[src/rtl/ptr_ring_pkg.sv]
package ptr_ring_pkg;
  timeunit 1ns;
  timeprecision 100ps;

  typedef enum logic [1:0] {
    K_MSG  = 2'b00,
    K_ACK  = 2'b01,
    K_FREE = 2'b10,
    K_RSV  = 2'b11
  } nkind_e;

  function automatic int unsigned ring_inc(input int unsigned i, input int unsigned d);
    return (i + 1 == d) ? 0 : i + 1;
  endfunction

  function automatic int unsigned ring_dist(input int unsigned a, input int unsigned b,
                                            input int unsigned d);
    return (a >= b) ? a - b : a + d - b;
  endfunction
endpackage

[src/rtl/ptr_ring_lane.sv]
module ptr_ring_lane import ptr_ring_pkg::*; #(
  parameter int unsigned DEPTH      = 8,
  parameter int unsigned PTR_W      = 16,
  parameter int unsigned THRESH     = 4,
  parameter int unsigned PB_TIMEOUT = 16,
  parameter bit          OVERWRITE  = 1'b0,
  localparam int unsigned IDX_W     = $clog2(DEPTH),
  localparam int unsigned AGE_W     = $clog2(PB_TIMEOUT + 1)
) (
  input  logic             clk,
  input  logic             rst_n,
  input  logic             wr_en,
  input  nkind_e           wr_kind,
  input  logic [PTR_W-1:0] wr_ptr,
  input  logic             rd_en,
  input  logic             ack_en,
  input  logic [IDX_W-1:0] ack_idx,
  output logic             full,
  output logic             empty,
  output logic [PTR_W-1:0] head_ptr,
  output logic             drop,
  output logic             msg_evt,
  output logic             ack_evt,
  output logic             free_evt
);
  timeunit 1ns;
  timeprecision 100ps;

  logic [PTR_W-1:0] slot_q [DEPTH];
  logic [IDX_W-1:0] end_q, rd_q, own_q, pb_pos_q;
  logic [IDX_W-1:0] end_n, rd_n, own_n, rd_a, own_a, cnt_n;
  logic [AGE_W-1:0] age_q;
  logic             pb_live_q, over_w, pb_w, pb_read_off, pb_fire;

  function automatic logic [IDX_W-1:0] nxt(input logic [IDX_W-1:0] i);
    return IDX_W'(ring_inc(32'(i), DEPTH));
  endfunction

  assign full     = (nxt(end_q) == own_q);
  assign empty    = (rd_q == end_q);
  assign head_ptr = slot_q[rd_q];

  always_comb begin
    rd_a   = rd_en  ? nxt(rd_q) : rd_q;
    own_a  = ack_en ? ack_idx   : own_q;
    over_w = wr_en && full && OVERWRITE;
    end_n  = wr_en ? nxt(end_q) : end_q;
    rd_n   = (over_w && rd_a  == end_n) ? nxt(rd_a)  : rd_a;
    own_n  = (over_w && own_a == end_n) ? nxt(own_a) : own_a;
    cnt_n  = IDX_W'(ring_dist(32'(end_n), 32'(rd_n), DEPTH));
  end

  assign drop        = over_w;
  assign pb_w        = wr_en && (wr_kind == K_ACK || wr_kind == K_FREE);
  assign pb_read_off = pb_live_q && (rd_q == pb_pos_q) && (rd_n != rd_q);
  assign pb_fire     = pb_live_q && !pb_read_off && (age_q == AGE_W'(PB_TIMEOUT - 1));
  assign msg_evt     = wr_en && wr_kind == K_MSG &&
                       (cnt_n == IDX_W'(1) || cnt_n == IDX_W'(THRESH));
  assign ack_evt     = (wr_en && wr_kind == K_ACK) || pb_fire;
  assign free_evt    = wr_en && wr_kind == K_FREE;

  always_ff @(posedge clk) begin
    if (wr_en) slot_q[end_q] <= wr_ptr;
  end

  always_ff @(posedge clk or negedge rst_n) begin
    if (!rst_n) begin
      end_q     <= '0;
      rd_q      <= '0;
      own_q     <= '0;
      pb_live_q <= 1'b0;
      pb_pos_q  <= '0;
      age_q     <= '0;
    end else begin
      end_q <= end_n;
      rd_q  <= rd_n;
      own_q <= own_n;
      if (pb_w) begin
        pb_live_q <= 1'b1;
        pb_pos_q  <= end_q;
        age_q     <= '0;
      end else if (pb_read_off || pb_fire) begin
        pb_live_q <= 1'b0;
      end else if (pb_live_q) begin
        age_q <= age_q + AGE_W'(1);
      end
    end
  end


  no_full_write_chk: assert property (@(posedge clk) disable iff (!rst_n)
    !(wr_en && full && !OVERWRITE));

  no_empty_pop_chk: assert property (@(posedge clk) disable iff (!rst_n)
    !(rd_en && empty));

  overwrite_stays_full_chk: assert property (@(posedge clk) disable iff (!rst_n)
    (drop && !ack_en) |=> full);

  pb_age_bound_chk: assert property (@(posedge clk) disable iff (!rst_n)
    pb_live_q |-> (age_q < AGE_W'(PB_TIMEOUT)));
endmodule

[src/rtl/notif_arb.sv]
module notif_arb #(
  parameter int unsigned NUM_RINGS = 4
) (
  input  logic                 clk,
  input  logic                 rst_n,
  input  logic [NUM_RINGS-1:0] msg_evt,
  input  logic [NUM_RINGS-1:0] ack_evt,
  input  logic [NUM_RINGS-1:0] free_evt,
  input  logic                 notif_ready,
  output logic                 notif_valid,
  output logic [3:0]           notif_code
);
  timeunit 1ns;
  timeprecision 100ps;

  logic [NUM_RINGS-1:0][2:0] pend_q, set_v, clr_v;
  logic       hit, load;
  logic [3:0] pick;

  always_comb begin
    hit  = 1'b0;
    pick = '0;
    load = !notif_valid || notif_ready;
    for (int r = 0; r < int'(NUM_RINGS); r++) begin
      set_v[r] = {free_evt[r], ack_evt[r], msg_evt[r]};
      for (int t = 2; t >= 0; t--) begin
        if (pend_q[r][t]) begin
          hit  = 1'b1;
          pick = {2'(r), 2'(t)};
        end
      end
    end
    for (int r = 0; r < int'(NUM_RINGS); r++)
      for (int t = 0; t < 3; t++)
        clr_v[r][t] = load && hit && (pick == {2'(r), 2'(t)});
  end

  always_ff @(posedge clk or negedge rst_n) begin
    if (!rst_n) begin
      pend_q      <= '0;
      notif_valid <= 1'b0;
      notif_code  <= '0;
    end else begin
      pend_q <= (pend_q & ~clr_v) | set_v;
      if (load) begin
        notif_valid <= hit;
        notif_code  <= pick;
      end
    end
  end


  hold_until_taken_chk: assert property (@(posedge clk) disable iff (!rst_n)
    (notif_valid && !notif_ready) |=> (notif_valid && $stable(notif_code)));

  no_reserved_type_chk: assert property (@(posedge clk) disable iff (!rst_n)
    notif_valid |-> (notif_code[1:0] != 2'b11));
endmodule

[src/rtl/ptr_ring_ctrl.sv]
module ptr_ring_ctrl import ptr_ring_pkg::*; #(
  parameter int unsigned NUM_RINGS     = 4,
  parameter int unsigned DEPTH         = 8,
  parameter int unsigned PTR_W         = 16,
  parameter int unsigned THRESH        = 4,
  parameter int unsigned PB_TIMEOUT    = 16,
  parameter bit          LOW_OVERWRITE = 1'b1,
  localparam int unsigned IDX_W        = $clog2(DEPTH)
) (
  input  logic             clk,
  input  logic             rst_n,
  input  logic             wr_valid,
  input  logic [1:0]       wr_ring,
  input  logic [1:0]       wr_kind,
  input  logic [PTR_W-1:0] wr_ptr,
  output logic             wr_ready,
  output logic             wr_dropped,
  input  logic             pop_valid,
  input  logic [1:0]       pop_ring,
  output logic             pop_ready,
  output logic [PTR_W-1:0] pop_ptr,
  input  logic             ack_valid,
  input  logic [1:0]       ack_ring,
  input  logic [IDX_W-1:0] ack_idx,
  output logic             notif_valid,
  input  logic             notif_ready,
  output logic [3:0]       notif_code
);
  timeunit 1ns;
  timeprecision 100ps;

  logic [NUM_RINGS-1:0] full_v, empty_v, drop_v, msg_v, ack_v, free_v;
  logic [NUM_RINGS-1:0] wr_en_v, rd_en_v, ack_en_v;
  logic [PTR_W-1:0]     head_v [NUM_RINGS];
  logic                 sel_full, sel_ow;
  nkind_e               kind;

  assign kind = nkind_e'(wr_kind);

  always_comb begin
    sel_full  = 1'b1;
    sel_ow    = 1'b0;
    pop_ready = 1'b0;
    pop_ptr   = '0;
    for (int g = 0; g < int'(NUM_RINGS); g++) begin
      if (wr_ring == 2'(g)) begin
        sel_full = full_v[g];
        sel_ow   = (g == 0) && LOW_OVERWRITE;
      end
      if (pop_ring == 2'(g)) begin
        pop_ready = !empty_v[g];
        pop_ptr   = head_v[g];
      end
    end
    case (kind)
      K_MSG:         wr_ready = !sel_full || sel_ow;
      K_ACK, K_FREE: wr_ready = !sel_full;
      default:       wr_ready = 1'b0;
    endcase
  end

  assign wr_dropped = |drop_v;

  for (genvar g = 0; g < NUM_RINGS; g++) begin : g_lane
    assign wr_en_v[g]  = wr_valid && wr_ready && (wr_ring == 2'(g));
    assign rd_en_v[g]  = pop_valid && pop_ready && (pop_ring == 2'(g));
    assign ack_en_v[g] = ack_valid && (ack_ring == 2'(g));

    ptr_ring_lane #(
      .DEPTH(DEPTH), .PTR_W(PTR_W), .THRESH(THRESH), .PB_TIMEOUT(PB_TIMEOUT),
      .OVERWRITE((g == 0) && LOW_OVERWRITE)
    ) u_lane (
      .clk(clk), .rst_n(rst_n),
      .wr_en(wr_en_v[g]), .wr_kind(kind), .wr_ptr(wr_ptr),
      .rd_en(rd_en_v[g]), .ack_en(ack_en_v[g]), .ack_idx(ack_idx),
      .full(full_v[g]), .empty(empty_v[g]), .head_ptr(head_v[g]),
      .drop(drop_v[g]), .msg_evt(msg_v[g]), .ack_evt(ack_v[g]), .free_evt(free_v[g])
    );
  end

  notif_arb #(.NUM_RINGS(NUM_RINGS)) u_arb (
    .clk(clk), .rst_n(rst_n),
    .msg_evt(msg_v), .ack_evt(ack_v), .free_evt(free_v),
    .notif_ready(notif_ready), .notif_valid(notif_valid), .notif_code(notif_code)
  );


  reserved_refused_chk: assert property (@(posedge clk) disable iff (!rst_n)
    (wr_valid && wr_kind == 2'b11) |-> !wr_ready);

  drop_on_low_ring_chk: assert property (@(posedge clk) disable iff (!rst_n)
    wr_dropped |-> (wr_valid && wr_ring == 2'd0 && wr_kind == 2'b00));
endmodule

[config.mk]
export PLATFORM = sky130hd
export DESIGN_NAME = ptr_ring_ctrl
export DESIGN_NICKNAME = d
export VERILOG_FILES = /design/src/rtl/ptr_ring_pkg.sv /design/src/rtl/ptr_ring_lane.sv /design/src/rtl/notif_arb.sv /design/src/rtl/ptr_ring_ctrl.sv
export SDC_FILE = /design/constraint.sdc
export NUM_CORES = 1
export LEC_CHECK = 0
export BUFFER_PORTS_ARGS = -buffer_cell sky130_fd_sc_hd__buf_4
export CAP_MARGIN = 20
export CORE_MARGIN = 5
export CORE_UTILIZATION = 65
export DETAILED_ROUTE_END_ITERATION = 7
export GPL_ROUTABILITY_DRIVEN = 0
export PLACE_DENSITY = 0.82
export SETUP_SLACK_MARGIN = 0.4
export SYNTH_ARGS = -nofsm -noshare
export SYNTH_HDL_FRONTEND = slang
export SYNTH_SLANG_ARGS = --single-unit
[constraint.sdc]
create_clock -name clk -period 8 [get_ports clk]
set_input_delay 1.6 -clock clk [delete_from_list [all_inputs] [get_ports clk]]
set_output_delay 1.6 -clock clk [all_outputs]
set_load 0.02 [all_outputs]
# ---- Word level (Yosys, flattened, before mapping)
# Memory sizes are Yosys's and may differ from the RTL's.
# Cells that the tools add are included.
# W data, S select, Z words.
dict set report classes {
  muxes 94
  n_bitwise 3
  n_lt_le_gt_ge 4
  eq_ne 66
  n_addsub 26
  reduce_logical 109
}
# cell count
set ops {}
lappend ops {{$mux W3} 28}
lappend ops {{$logic_and A1 B1 Y1} 66}
lappend ops {{$eq A4 B4 Y1 const B} 16}
lappend ops {{$mux W16} 4}
lappend ops {{$mux W5} 12}
lappend ops {{$eq A3 B3 Y1} 14}
lappend ops {{$add A3 B1 Y4 const B} 10}
lappend ops {{$mux W1} 40}
lappend ops {{$mux W4} 6}
lappend ops {{$sub A3 B3 Y3} 8}
lappend ops {{$add A5 B1 Y5 const B} 4}
lappend ops {{$eq A5 B4 Y1 const B} 4}
lappend ops {{$reduce_bool A2 Y1} 8}
lappend ops {{$logic_or A1 B1 Y1} 15}
lappend ops {{$eq A2 B2 Y1 const B} 7}
lappend ops {{$add A3 B1 Y3 const B} 4}
lappend ops {{$and A12 B12 Y12} 1}
lappend ops {{$eq A3 B1 Y1 const B} 4}
lappend ops {{$eq A3 B3 Y1 const B} 4}
lappend ops {{$eq A4 B3 Y1 const B} 3}
lappend ops {{$ge A3 B3 Y1} 4}
lappend ops {{$ne A3 B3 Y1} 4}
lappend ops {{$not A12 Y12} 1}
lappend ops {{$or A12 B12 Y12} 1}
lappend ops {{other kinds (11)} 34}
dict set report totals {
  word_cells 336
  memories 4
  ramBits 512
  out_inout_bits 24
  in_bits 33
  regBits 89
}
# memory words word_bits rd rd_clocked_by_memory_dff wr line
set mem_list {}
lappend mem_list {{g_lane[0].u_lane.slot_q} 8 16 1 0 1 ptr_ring_lane.sv:29} ;# logic [PTR_W-1:0] slot_q [DEPTH];
lappend mem_list {{g_lane[1].u_lane.slot_q} 8 16 1 0 1 ptr_ring_lane.sv:29}
lappend mem_list {{g_lane[2].u_lane.slot_q} 8 16 1 0 1 ptr_ring_lane.sv:29}
lappend mem_list {{g_lane[3].u_lane.slot_q} 8 16 1 0 1 ptr_ring_lane.sv:29}

# ---- Logic depth before layout (Yosys ltp)
dict set report logic_depth {
  ltp_word 25
  depth_mapped 13
  ltp_nobuf 13
}

# ---- Modules after synthesis
# A second synthesis with hierarchy kept.
dict set report unflattened {
  cells_unflattened 1360
  hier_area_um2 25916.1
}
# module seq_area_each_um2 cells_each area_each_um2 instances
set by_module_without_submodules {}
lappend by_module_without_submodules {{ptr_ring_lane (g_lane[2].u_lane ...)} 4294.1 297 6040.8 2}
lappend by_module_without_submodules {{ptr_ring_lane (g_lane[0].u_lane)} 4294.1 339 6288.5 1}
lappend by_module_without_submodules {{ptr_ring_lane (g_lane[1].u_lane)} 4294.1 298 6102.1 1}
lappend by_module_without_submodules {notif_arb 425.4 78 838.3 1}
lappend by_module_without_submodules {ptr_ring_ctrl 0.0 51 605.6 1}

# ---- Least setup slack after synthesis
# OpenSTA, ideal clock, no wires.
dict set report synth_timing {
  path_type {input to register}
  start {input port wr_kind[0]}
  end {memory g_lane[0].u_lane.slot_q[2][0] (enable)}
  setup_time_ps 436
  t_arrival_ps 4706
  path_buffers 1
  cell_stages 7
  required_time_ps 7564
  path_slack_ps 2858
  cell_sequence {inv_1 > ha_1 > nor2_2 > or3_2 > or3_1 > buf_2 > nor4b_1}
}
dict set report synth_between {
  elab_chain_len 7
  word_cells_on_any_way 9
  classes_between {2 x eq/ne; 3 x mux; 4 x reduce/logical}
}
# element line
set synth_lines {}
lappend synth_lines {{start, declared} ptr_ring_ctrl.sv:14} ;# input logic [1:0] wr_kind,
lappend synth_lines {{$eq A2 B2 Y1 or $eq A2 B1 Y1 (tied branches)} ptr_ring_ctrl.sv:55} ;# case (kind)
lappend synth_lines {{$reduce_or A2 Y1} ptr_ring_ctrl.sv:55}
lappend synth_lines {{$pmux W1 S2 *} ptr_ring_ctrl.sv:55}
lappend synth_lines {{$logic_and A1 B1 Y1 * (2 in series)} ptr_ring_ctrl.sv:65} ;# assign wr_en_v[g] = wr_valid && wr_ready && (wr_ring == 2'(g));
lappend synth_lines {{$mux W1 *} ptr_ring_lane.sv:63} ;# if (wr_en) slot_q[end_q] <= wr_ptr;
lappend synth_lines {{$mux W1 (implied by the code) *} ptr_ring_lane.sv:63}
lappend synth_lines {{end, declared} ptr_ring_lane.sv:29}
# Every way passes the cells marked *; elsewhere a longest branch is shown, timed or not.

# ---- Worst setup path after layout
dict set report layout_timing {
  start {register g_lane[0].u_lane.rd_q[0]}
  end {output port pop_ptr[14]}
}
dict set report layout_between {
  elab_chain_len 5
}
# element line
set layout_lines {}
lappend layout_lines {{start, declared} ptr_ring_lane.sv:30} ;# logic [IDX_W-1:0] end_q, rd_q, own_q, pb_pos_q;
lappend layout_lines {{start signal, assigned} ptr_ring_lane.sv:76} ;# rd_q <= rd_n;
lappend layout_lines {{$mem_v2 Z8 W16} --}
lappend layout_lines {{$mux W16 (4 in series)} ptr_ring_ctrl.sv:50} ;# if (pop_ring == 2'(g)) begin
lappend layout_lines {{end, declared} ptr_ring_ctrl.sv:21} ;# output logic [PTR_W-1:0] pop_ptr,
# Every way passes these cells.

==> run metrics <==
first-pass GRT wire length=84.8 mm; hold crit path type=reg2reg; core footprint=37800 sq um; vias per inst=6.48; sequential element share of the synthesized area=0.704; fraction of registers with async set/reset=0.148; CP Launch Type=flip-flop; clk_skew=0.0228 ns; Yosys warnings=0; Nets=1518; placement row count=71; net load switching power=2.98 mW; CTS buffer count=57; maximum vdd drop=0.283 mV; die width=206 um; Synth Net Count=1426; Avg Inst Size Synth=18.3 sq um; CTS Hold Buffers Added=0; Clock transition at path regs=0.06 ns; Worst Tran Pin Value=0.988 ns; wire per inst=27.5 um; critical path, cell by cell=buf_4 -> mux4_2 -> and2_1 -> a211oi_1 -> a21oi_1 -> nor2_1 -> a221oi_1 -> buf_4; count of pins over their slew limit=0; largest net degree at the start of global routing=84; Crit path required time=6.40 ns; total design power=9.52 mW; CP bufs+invs=2; drt pass-1 iters=8; # port buffers=56; Crit path max-delay family=buffers and inverters; Crit path arrival time=3.41 ns; Skew-Pair Late Insertion Delay=0.62 ns; Resize count post-CTS=0; non-filler cells in the finished layout=2013; initial antenna violation count=0; max_cap viols=0; Synth Flop Type=edfxtp_1; Finished Cell Area=28300 sq um; H-tree depth=2; starting density of the core=0.661; Internal Pwr Total=6.54 mW; kind of critical path=reg2out; EDFF count, synth=512; pwr dens=337 nW/um^2; post-synthesis cell count=1364; critical path's largest stage delay=0.60 ns; dpl cell area=26300 sq um; Rel. slew slack=0.340; detailed-route DRC error count=0; RSZ-0062 raised after global routing=false; Die Span Y=206 um; CP Capture Type=output pin; CTS Buffer Depth=3; setup TNS=0 ns; sw frac=0.313; Detail Route Antenna Nets=0; final setup fails=0; maximum clock frequency=0.200 GHz; Hold Fails Final Rpt=0; run status=finished clean; Clk pwr share=0.289; 1st-iter DRT viols=1571; CTS tree=done; Netlist cell types=71; critical path peak fanout=39; Ant. Diodes=0; CTS root buf=clkbuf_16; Tot GR Track Use=0.270; dpl cells=1906; area delta synth->final=13.0%; Comb pwr share=0.302; ratio of cells with drive above 1 in the final layout=0.266; Reg power frac=0.409; dpl hpwl=32.2 mm; Setup Fix Bufs, Post-CTS=0; die area=42500 sq um; CP max stage cell=mux4_2; via count=13000; Lkg Pwr=9.65 nW; IO Count=57; post-synthesis register bit count=601; Final period util=0.626; clock net sink count=601; CP most frequent cell=buf_4; Routed Wire Length=55.3 mm; grt ovf=0; minimum clock period=5.01 ns; vias in the first global route=13600; Layout fillers=2111; Post-Syn Area=25000 sq um
-- flip-flops by register name, summed over array words and instances, names as in the netlist --
name	cells
u_arb.notif_valid	1
g_lane.u_lane.pb_pos_q	12
g_lane.u_lane.own_q	12
g_lane.u_lane.slot_q	512
u_arb.notif_code	4
g_lane.u_lane.end_q	12
g_lane.u_lane.rd_q	12
g_lane.u_lane.age_q	20
u_arb.pend_q	12
g_lane.u_lane.pb_live_q	4
-- path summary, 6_finish.rpt --
check | start | end | slack (ns) | depth (start not counted)
worst max register to register | g_lane[1].u_lane.end_q[0] | u_arb.pend_q[9] | 3.98 | 12
worst min register to register | g_lane[0].u_lane.pb_pos_q[1] | g_lane[0].u_lane.pb_pos_q[1] | 0.52 | 2
min in group asynchronous | rst_n | g_lane[0].u_lane.pb_live_q | 0.80 | 1
worst max-delay path | g_lane[0].u_lane.rd_q[0] | pop_ptr[14] | 2.99 | 8
max in group asynchronous | rst_n | g_lane[2].u_lane.rd_q[0] | 6.36 | 3
worst min-delay path | g_lane[0].u_lane.pb_pos_q[1] | g_lane[0].u_lane.pb_pos_q[1] | 0.52 | 2
-- worst reg2reg max path, cell delays in order (launching register included) --
cell and delay, ns:
dfrtp_1 0.72, ha_1 0.37, xor2_1 0.17, o41ai_1 0.58, a41oi_1 0.15, nand3_1 0.53
xor2_1 0.18, ha_1 0.26, fa_1 0.37, xor2_1 0.16, xnor2_1 0.13, xnor2_1 0.13
o21ai_0 0.19
-- cell type report --
class	instances	area, sq um	area share
clock buffers	60	1440	0.0509
clock inverters	45	490	0.0174
inverters	33	124	0.00438
multi-input cells	661	7160	0.253
flip-flops and latches	601	17600	0.623
well taps	511	639	0.0226
repair buffers	102	806	0.0285
-- synthesized netlist by cell type, types with 15 or more instances --
master      n  share of area
buf_2      17         0.0034
inv_1      32         0.0048
nor2_1     62         0.0093
dfrtp_1    89          0.089
nor3_1     18         0.0036
a211oi_1   15         0.0045
edfxtp_1  512           0.61
xnor2_1    52          0.018
ha_1       26          0.013
nand2_1    50         0.0075
mux2_2     23          0.010
mux4_2    134           0.12
clkbuf_1   37         0.0056
mux2i_1    65          0.026
and2_1     15         0.0038
xor2_1     29          0.010
o21ai_0    17         0.0034
-- power by group through the flow --
| stage | registers (mW) | logic (mW) | clock network (mW) |
|---|---|---|---|
| global route | 3.92 | 3.11 | 2.94 |
| CTS | 3.91 | 2.87 | 2.78 |
| detailed placement | 3.97 | 2.82 | 0 |
| finish | 3.90 | 2.87 | 2.75 |
| floorplan | 3.82 | 2.18 | 0 |
| global placement | 3.95 | 2.75 | 0 |
-- per-layer routing --
metal	vias up	routed length (um)	global-route usage	share of wire
met3	118	4540	0.0377	0.082
met4	0	1940	0.0946	0.035
met2	697	28100	0.448	0.51
met1	6665	20700	0.378	0.37
met5	-	0	0	0
li1	5566	-	-	-
-- cells by family after synthesis --
group	share of synthesized area
AOI/OAI and AO/OA	0.0258
xor gates and xnor gates	0.0306
adders and majority gates	0.0154
buffers and inverters	0.0163
DFF	0.704
muxes	0.158
and+or+nand+nor	0.0505
-- cell usage in the layout, fill, tap and decap left out, types with 6 or more instances in the layout --
cell	instances
edfxtp_1	512
mux4_2	134
buf_4	100
dfrtp_1	85
mux2i_1	65
nor2_1	62
clkbuf_16	57
xnor2_1	52
nand2_1	50
inv_1	32
xor2_1	29
ha_1	26
mux2_2	23
o21ai_0	17
and2_1	15
a211oi_1	15
nand3_1	14
a21oi_1	14
clkinv_1	13
a221oi_1	11
clkinv_2	11
nand4_1	10
nor3_1	10
nor3b_2	10
and3_1	9
nor3_2	9
bufinv_16	8
clkinvlp_4	8
nand2b_1	6
-- through the flow --
step,hold slack (ns),util,setup WS [ns]
floorplan,0.465,-,2.86
global placement,0.466,0.694,3.23
detailed placement,0.484,0.694,3.16
CTS,0.517,0.745,2.99
global route,0.533,0.747,2.85
finish,0.515,0.747,2.99
Power figures use the tool's default switching activity.
